File: src/rtl/atm_rx_gate_pkg.sv
package atm_rx_gate_pkg;
  typedef enum logic [1:0] {
    MODE_OFF  = 2'b00,
    MODE_ON   = 2'b01,
    MODE_STBY = 2'b10
  } port_mode_e;

  localparam int CELL_BYTES = 53;
  localparam int BIDX_W     = 6;
  localparam int HDR_BYTES  = 4;

  function automatic port_mode_e decode_mode(input logic [1:0] fld);
    case (fld)
      2'b00:   return MODE_OFF;
      2'b10:   return MODE_STBY;
      default: return MODE_ON;
    endcase
  endfunction
endpackage

File: src/rtl/rx_act_seq.sv
module rx_act_seq
  import atm_rx_gate_pkg::*;
#(
  parameter int HOLD_CYC = 25000
) (
  input  logic       clk_i,
  input  logic       rst_ni,
  input  logic       port_act_i,
  input  logic       mode_wr_i,
  input  logic [1:0] mode_i,
  output port_mode_e mode_o,
  output logic       err_o
);
  localparam int CNT_W = $clog2(HOLD_CYC + 1);
  localparam logic [CNT_W-1:0] HOLD_C = CNT_W'(HOLD_CYC);

  logic [CNT_W-1:0] cnt_q;
  port_mode_e       mode_q;
  logic             err_q;
  logic             hold_done;
  port_mode_e       req_mode;

  assign hold_done = (cnt_q == HOLD_C);
  assign req_mode  = decode_mode(mode_i);

  always_ff @(posedge clk_i or negedge rst_ni) begin
    if (!rst_ni) begin
      cnt_q  <= '0;
      mode_q <= MODE_OFF;
      err_q  <= 1'b0;
    end else if (!port_act_i) begin
      cnt_q  <= '0;
      mode_q <= MODE_OFF;
      err_q  <= 1'b0;
    end else begin
      if (!hold_done) cnt_q <= cnt_q + 1'b1;
      if (mode_wr_i) begin
        if (req_mode == MODE_ON && !hold_done) err_q <= 1'b1;
        else                                    mode_q <= req_mode;
      end
    end
  end

  assign mode_o = mode_q;
  assign err_o  = err_q;
endmodule

File: src/rtl/rx_cell_track.sv
module rx_cell_track
  import atm_rx_gate_pkg::*;
(
  input  logic                   clk_i,
  input  logic                   rst_ni,
  input  logic                   valid_i,
  input  logic                   soc_i,
  input  logic [7:0]             data_i,
  input  port_mode_e             mode_i,
  output logic                   accept_o,
  output logic [BIDX_W-1:0]      idx_o,
  output logic                   last_o,
  output port_mode_e             cell_mode_o,
  output logic [HDR_BYTES-1:0][7:0] hdr_o
);
  logic              in_cell_q;
  logic [BIDX_W-1:0] idx_q;
  port_mode_e        cell_mode_q;
  logic              start, cont, kill;

  assign start = valid_i && soc_i && (mode_i != MODE_OFF);
  assign kill  = valid_i && soc_i && (mode_i == MODE_OFF);
  assign cont  = valid_i && !soc_i && in_cell_q;

  assign accept_o    = start || cont;
  assign idx_o       = start ? '0 : idx_q + 1'b1;
  assign last_o      = accept_o && (idx_o == BIDX_W'(CELL_BYTES - 1));
  assign cell_mode_o = start ? mode_i : cell_mode_q;

  always_ff @(posedge clk_i or negedge rst_ni) begin
    if (!rst_ni) begin
      in_cell_q   <= 1'b0;
      idx_q       <= '0;
      cell_mode_q <= MODE_OFF;
    end else begin
      if (accept_o) idx_q <= idx_o;
      if (start) cell_mode_q <= mode_i;
      if (last_o || kill) in_cell_q <= 1'b0;
      else if (start)     in_cell_q <= 1'b1;
    end
  end

  for (genvar g = 0; g < HDR_BYTES; g++) begin : g_hdr
    always_ff @(posedge clk_i or negedge rst_ni) begin
      if (!rst_ni)                                  hdr_o[g] <= '0;
      else if (accept_o && idx_o == BIDX_W'(g))     hdr_o[g] <= data_i;
    end
  end
endmodule

File: src/rtl/rx_hdr_filter.sv
module rx_hdr_filter
  import atm_rx_gate_pkg::*;
(
  input  logic                      del_en_i,
  input  logic [7:0]                mask_i,
  input  logic [7:0]                pat_i,
  input  logic [HDR_BYTES-1:0][7:0] hdr_i,
  output logic                      drop_o
);
  logic lead_zero;
  logic tail_hit;

  // octets 0..2 all zero marks an unassigned/idle candidate
  assign lead_zero = (hdr_i[0] | hdr_i[1] | hdr_i[2]) == 8'h00;
  assign tail_hit  = ((hdr_i[3] ^ pat_i) & mask_i) == 8'h00;
  assign drop_o    = del_en_i && lead_zero && tail_hit;
endmodule

File: src/rtl/atm_rx_cell_gate.sv
module atm_rx_cell_gate
  import atm_rx_gate_pkg::*;
#(
  parameter int CLK_MHZ = 100,
  parameter int HOLD_US = 250,
  parameter int SLOTS   = 4,
  localparam int HOLD_CYC = CLK_MHZ * HOLD_US,
  localparam int SLOT_W   = (SLOTS > 1) ? $clog2(SLOTS) : 1,
  localparam int ADDR_W   = SLOT_W + BIDX_W
) (
  input  logic              clk_i,
  input  logic              rst_ni,
  input  logic              port_act_i,
  input  logic              mode_wr_i,
  input  logic [1:0]        mode_i,
  input  logic              del_en_i,
  input  logic [7:0]        hdr_mask_i,
  input  logic [7:0]        hdr_pat_i,
  input  logic              rx_valid_i,
  input  logic              rx_soc_i,
  input  logic [7:0]        rx_data_i,
  output logic              buf_we_o,
  output logic [ADDR_W-1:0] buf_addr_o,
  output logic [7:0]        buf_data_o,
  output logic              q_push_o,
  output logic [SLOT_W-1:0] q_addr_o,
  output logic [1:0]        mode_o,
  output logic              act_err_o
);
  port_mode_e                mode_cur;
  port_mode_e                cell_mode;
  logic                      accept, last, drop, commit, wr_byte;
  logic [BIDX_W-1:0]         idx;
  logic [HDR_BYTES-1:0][7:0] hdr;
  logic [SLOT_W-1:0]         slot_q;

  rx_act_seq #(.HOLD_CYC(HOLD_CYC)) i_act_seq (
    .clk_i      (clk_i),
    .rst_ni     (rst_ni),
    .port_act_i (port_act_i),
    .mode_wr_i  (mode_wr_i),
    .mode_i     (mode_i),
    .mode_o     (mode_cur),
    .err_o      (act_err_o)
  );

  rx_cell_track i_track (
    .clk_i       (clk_i),
    .rst_ni      (rst_ni),
    .valid_i     (rx_valid_i),
    .soc_i       (rx_soc_i),
    .data_i      (rx_data_i),
    .mode_i      (mode_cur),
    .accept_o    (accept),
    .idx_o       (idx),
    .last_o      (last),
    .cell_mode_o (cell_mode),
    .hdr_o       (hdr)
  );

  rx_hdr_filter i_filter (
    .del_en_i (del_en_i),
    .mask_i   (hdr_mask_i),
    .pat_i    (hdr_pat_i),
    .hdr_i    (hdr),
    .drop_o   (drop)
  );

  assign wr_byte = accept && (cell_mode == MODE_ON);
  // header regs are complete long before byte 52
  assign commit  = last && (cell_mode == MODE_ON) && !drop;

  always_ff @(posedge clk_i or negedge rst_ni) begin
    if (!rst_ni) begin
      buf_we_o   <= 1'b0;
      buf_addr_o <= '0;
      buf_data_o <= '0;
      q_push_o   <= 1'b0;
      q_addr_o   <= '0;
      slot_q     <= '0;
    end else begin
      buf_we_o <= wr_byte;
      q_push_o <= commit;
      if (wr_byte) begin
        buf_addr_o <= {slot_q, idx};
        buf_data_o <= rx_data_i;
      end
      if (commit) begin
        q_addr_o <= slot_q;
        slot_q   <= (slot_q == SLOT_W'(SLOTS - 1)) ? '0 : slot_q + 1'b1;
      end
    end
  end

  assign mode_o = mode_cur;
endmodule

File: config.mk
export PLATFORM = sky130hd
export DESIGN_NAME = atm_rx_cell_gate
export DESIGN_NICKNAME = d
export VERILOG_FILES = /design/src/rtl/atm_rx_gate_pkg.sv /design/src/rtl/rx_act_seq.sv /design/src/rtl/rx_cell_track.sv /design/src/rtl/rx_hdr_filter.sv /design/src/rtl/atm_rx_cell_gate.sv
export SDC_FILE = /design/constraint.sdc
export NUM_CORES = 1
export LEC_CHECK = 0
export BUFFER_PORTS_ARGS = -buffer_cell sky130_fd_sc_hd__buf_2
export CELL_PAD_IN_SITES_DETAIL_PLACEMENT = 0
export CELL_PAD_IN_SITES_GLOBAL_PLACEMENT = 1
export CORE_UTILIZATION = 35
export DETAILED_ROUTE_END_ITERATION = 12
export GPL_TIMING_DRIVEN = 0
export PLACE_DENSITY_LB_ADDON = 0.1
export RECOVER_POWER = 50
export SYNTH_ARGS = -nofsm -noshare
export SYNTH_HDL_FRONTEND = slang
export SYNTH_SLANG_ARGS = --single-unit
File: constraint.sdc
create_clock -name clk_i -period 3.3 [get_ports clk_i]
set_input_delay 0.33 -clock clk_i [delete_from_list [all_inputs] [get_ports clk_i]]
set_output_delay 0.33 -clock clk_i [all_outputs]
set_load 0.01 [all_outputs]
## Word-level counts from Yosys, hierarchy flattened

Cells that the tools add are included.

| cells by class | value |
|---|---|
| $add $sub $neg | 3 |
| multiply operators | 0 |
| divide/modulo/power cells | 0 |
| magnitude comparators | 0 |
| equal/unequal tests | 13 |
| shift-type cells | 0 |
| multiplexer cells | 14 |
| bitwise operators | 4 |
| reductions and logical operators | 30 |

Operators with widths:

| operator | number |
|---|---|
| $mux W15 | 2 |
| $logic_and A1 B1 Y1 | 16 |
| $logic_not A8 Y1 | 2 |
| $or A8 B8 Y8 | 2 |
| $add A15 B1 Y15 const B | 1 |
| $eq A15 B15 Y1 const B | 1 |
| $eq A6 B2 Y1 const B | 2 |
| $mux W2 | 5 |
| $and A8 B8 Y8 | 1 |
| $xor A8 B8 Y8 | 1 |
| $add A6 B1 Y6 const B | 1 |
| $eq A6 B1 Y1 const B | 1 |
| $eq A6 B6 Y1 const B | 1 |
| $logic_not A6 Y1 | 1 |
| $mux W6 | 1 |
| $mux W1 | 5 |
| $eq A2 B1 Y1 const B | 2 |
| $eq A2 B2 Y1 const B | 2 |
| $logic_not A2 Y1 | 2 |
| $ne A2 B1 Y1 const B | 2 |
| $ne A2 B2 Y1 const B | 2 |
| $pmux W2 S2 | 1 |
| $reduce_and A2 Y1 | 2 |
| $reduce_bool A2 Y1 | 2 |
| other kinds (3) | 6 |

| storage, ports and cells | value |
|---|---|
| bits in registers | 81 |
| latch bits | 0 |
| memory bits (writable) | 0 |
| bits in read-only memories | 0 |
| output and inout port bits | 23 |
| word-level logic and storage cells | 80 |
| memories | 0 |

## Logic depth before layout (Yosys ltp)

| logic depth | value |
|---|---|
| depth in word-level cells | 7 |
| depth in mapped cells | 7 |
| depth with buffers taken out | 7 |

## Hierarchy

A second synthesis with hierarchy kept.

| unflattened totals | value |
|---|---|
| cells, all modules | 312 |
| area total of the unflattened synthesis | 3848.7 um2 |

Modules (own cells, without submodules):

| module | instances | cells an instance | area each (um2) | seq. area each (um2) |
|---|---|---|---|---|
| rx_cell_track | 1 | 135 | 1778.0 | 1026.0 |
| rx_act_seq | 1 | 104 | 987.2 | 450.4 |
| atm_rx_cell_gate | 1 | 49 | 893.4 | 550.5 |
| rx_hdr_filter | 1 | 24 | 190.2 | 0.0 |

## Least setup slack after synthesis

Ideal clock, no wire load.

| path | value |
|---|---|
| kind | reg-to-reg |
| from | register i_track.idx_q[0] |
| to | register i_track.hdr_o[10] in the netlist's numbering |
| setup time | 0.125 ns |
| data arrival time | 2.174 ns |
| data required time | 3.175 ns |
| slack | 1.001 ns |
| cell stages (with the launch flop) | 7 |
| path buffers | 1 |
| cells stage by stage | dfrtp_1 > ha_1 > buf_4 > nor4_1 > o211ai_2 > a2111oi_4 > mux2_2 |

| on the way | value |
|---|---|
| word-level cells in the longest chain between the ends | 4 |

RTL lines:

| element | RTL line | RTL |
|---|---|---|
| from (decl) | rx_cell_track.sv:17 | `logic [BIDX_W-1:0] idx_q;` |
| from (signal assigned) | rx_cell_track.sv:36 | `if (accept_o) idx_q <= idx_o;` |
| $add A6 B1 Y6 | rx_cell_track.sv:26 | `assign idx_o = start ? '0 : idx_q + 1'b1;` |
| $mux W6 | rx_cell_track.sv:26 |  |
| $eq A6 B1 Y1 | rx_cell_track.sv:46 | `else if (accept_o && idx_o == BIDX_W'(g)) hdr_o[g] <= data_i;` |
| $logic_and A1 B1 Y1 | rx_cell_track.sv:46 |  |
| to (signal, indexed assignment) | rx_cell_track.sv:46 |  |
| to (decl) | rx_cell_track.sv:14 | `output logic [HDR_BYTES-1:0][7:0] hdr_o` |

No other way between the ends.
A chain may end at the register's enable or synchronous reset.

## Worst setup path in the final report

| path | value |
|---|---|
| from | register i_track.idx_q[0] |
| to | register i_track.hdr_o[13] in the netlist's numbering |

Same word-level chain as after synthesis.

==> impl_metrics.yaml <==
clock_tree:
  clockBufferDepth: 2
  cts_resized: 0
  tritoncts: "done"
  ctsHoldBuffers: 1
  clkTransAtPathRegs_ns: 0.09
  cts-htree-levels: 3
  cts_made_buffers: 9
  clkLatencyLatePin_ns: 0.35
  cts_root_buf: "clkbuf_8"
  cts_setup_buffers: 0
  clock_sinks: 81
final_layout:
  layout_commonest_cell: "dfrtp_1"
  multiInputGateArea_um2: 1710
  antenna_cells: 0
  regArea_um2: 2030
  final_nets: 450
  layout_common_cells: "dfrtp_1 (81), nand2_1 (61), buf_2 (48)"
  fill_cells: 1062
  area_growth_pct: 17.0
  drive_above_1_share_pct: 28.7
grt:
  first_global_vias: 2693
  gr-total-overflow: 0
  grt_antenna_before_repair: 0
  groute.usage.overall_pct: 15.7
  grt_pass1_wl_um: 13800
  grt_max_degree: 52
die:
  die_x_um: 107
  initial_utilization_pct: 36.6
  die_area_um2: 11400
  rows: 37
  io_pins: 56
  core_area_um2: 10500
  die-height_um: 107
timing:
  finalCritPeriodShare_pct: 79.1
  fmax_mhz: 383
  whs_ns: 0.241
  worstMarginPinSlew_ns: 1.83
  slew_headroom_pct: -21.8
  timing.final.hold_violations: 0
  fin_ws_ns: 0.691
  tns_ns: 0
  min_period_ns: 2.61
  setup_viol: 0
  rsz0062_at_grt: "false"
  slew_violations: 31
  fin_skew_ns: 0.00776
outcome:
  outcome: "finished, violations left"
  violations: "max-capacitance violations, max-slew violations"
detailed_routing:
  num_vias: 2698
  drt-initial-drc-count: 102
  postRouteAntennaNets: 0
  wl_per_cell_um: 14.7
  drc: 0
  drt-pass1-iter-count: 4
  viasPerCell: 4.87
  wl_um: 8150
setup_path:
  cp.required_ns: 3.54
  arrival_ns: 2.85
  critical_path.max_stage_delay_ns: 0.75
  crit_type: "reg2reg"
  path_max_fanout: 8
  end_kind: "register"
  start_kind: "register"
  cp_slowest_cell: "a2111oi_4"
  critPathTopFamily: "compound AO/OA/AOI/OAI gates"
  path_buf_inv: 1
  path_cells: "ha_1 -> buf_4 -> nor4_1 -> o211ai_2 -> a2111oi_4 -> mux2_2"
pwr:
  comb_power_share_pct: 21.1
  powerDensity_nw_per_um2: 561
  swShare_pct: 30.5
  p_switching_uw: 771
  cellLeakagePower_nw: 2.16
  vdd_drop_max_v: 0.000309
  power_frac_clock_pct: 27.3
  p_int_mw: 1.76
  p_seq_share_pct: 51.6
logic_synthesis:
  synth_flop_cell: "dfrtp_1"
  ys_async_sr_fraction_pct: 100
  syn_area_per_cell_um2: 11.2
  synth.largest_area_cell: "dfrtp_1"
  syn-num-nets: 382
  yosysTopAreaCellShare_pct: 52.6
  synth_cell_types: 53
  synth_edf_count: 0
  synth_area_leaders: "dfrtp_1 (53%), mux2_2 (11%), nand2_1 (5.9%)"
  ys_warn_count: 0
  ys_seq_area_share_pct: 52.6
  synthCells: 345
  yosys_register_bits: 81
  synth_area_um2: 3850
min_path:
  hold_path_class: "in2reg"
flow_run:
  maxCapViolCount: 1
placement:
  place_hpwl_um: 5920
  place_congestion: 0.774
  pre_cts_slack_ns: 0.713
  port_buffers: 55
==> stage by stage <==
step	utilization [%]	cell area [um2]	power, mW	cells
2_1_floorplan	-	3850	1.70	345
3_3_place_gp	40.9	4300	1.85	536
3_5_place_dp	41.2	4330	1.87	537
4_1_cts	43.0	4520	2.58	554
5_1_grt	42.9	4500	2.69	554
6_report	42.9	4500	2.53	554
==> cells in the mapped netlist, types with 4 or more instances <==
cell and count:
o21ai_0 4, inv_1 7, clkbuf_1 6, nor2_1 14, nor4_1 7, dfrtp_1 81
nand3b_1 4, and2_1 13, nand2_1 61, xnor2_1 12, nand4_1 8, xor2_1 15
mux2_2 37, ha_1 4, nand3_1 10, o31ai_1 4, a21oi_1 6
==> power groups by stage <==
stage	Clock (mW)	Combinational, mW	Sequential, mW
4_1_cts	0.727	0.542	1.31
2_1_floorplan	0	0.392	1.30
3_5_place_dp	0	0.541	1.32
6_report	0.689	0.533	1.31
3_3_place_gp	0	0.528	1.32
5_1_grt	0.760	0.595	1.34
==> layer usage <==
layer | GRT usage, % | vias up | wire length, um
met5 | 0 | - | 0
met4 | 4.70 | 0 | 103
met3 | 3.59 | 11 | 211
met2 | 24.7 | 34 | 3750
met1 | 21.4 | 1313 | 4090
li1 | - | 1340 | -
==> sequential cells by signal (all words and copies together) (netlist names) <==
| signal | flops |
|---|---|
| q_addr_o | 2 |
| buf_we_o | 1 |
| i_track.hdr_o | 32 |
| i_track.in_cell_q | 1 |
| i_act_seq.cnt_q | 15 |
| q_push_o | 1 |
| buf_data_o | 8 |
| slot_q | 2 |
| i_track.idx_q | 6 |
| i_act_seq.mode_o | 2 |
| buf_addr_o | 8 |
| i_track.cell_mode_q | 2 |
| i_act_seq.err_o | 1 |
==> worst min-delay path, stage by stage <==
cell and delay (ns):
buf_2 0.13, nand2_1 0.06, nand2_1 0.04
==> cells by family after synthesis <==
group                      count (synthesis)  share of synthesized area [%]
xor gates and xnor gates                  27                           6.14
DFF                                       81                           52.6
adders and majority gates                  4                           1.30
AOI/OAI and AO/OA                         36                           7.74
buffers and inverters                     20                           3.05
muxes                                     38                           11.1
and+or+nand+nor                          139                           18.0
==> layout make-up <==
type | instances | share of cell area (%)
Multi-Input combinational cell | 244 | 37.9
Sequential cell | 81 | 45.0
Buffer | 13 | 2.03
Clock buffer | 9 | 2.75
Clock inverter | 7 | 1.28
Inverter | 7 | 0.583
Tap cell | 136 | 3.78
Timing Repair Buffer | 57 | 6.72
==> worst paths after layout <==
| check | startpoint | end | slack (ns) | cells after the start |
|---|---|---|---|---|
| min reg2reg | i_track.cell_mode_q[1] | i_track.cell_mode_q[1] | 0.47 | 2 |
| max in group asynchronous | rst_ni | i_track.hdr_o[31] | 1.25 | 2 |
| min | rx_data_i[4] | buf_data_o[4] | 0.24 | 3 |
| max | i_track.idx_q[0] | i_track.hdr_o[13] | 0.69 | 6 |
| max reg2reg | i_track.idx_q[0] | i_track.hdr_o[13] | 0.69 | 6 |
| min in group asynchronous | rst_ni | buf_addr_o[3] | 0.99 | 2 |
Note: power is estimated with default switching activity, not from simulation.
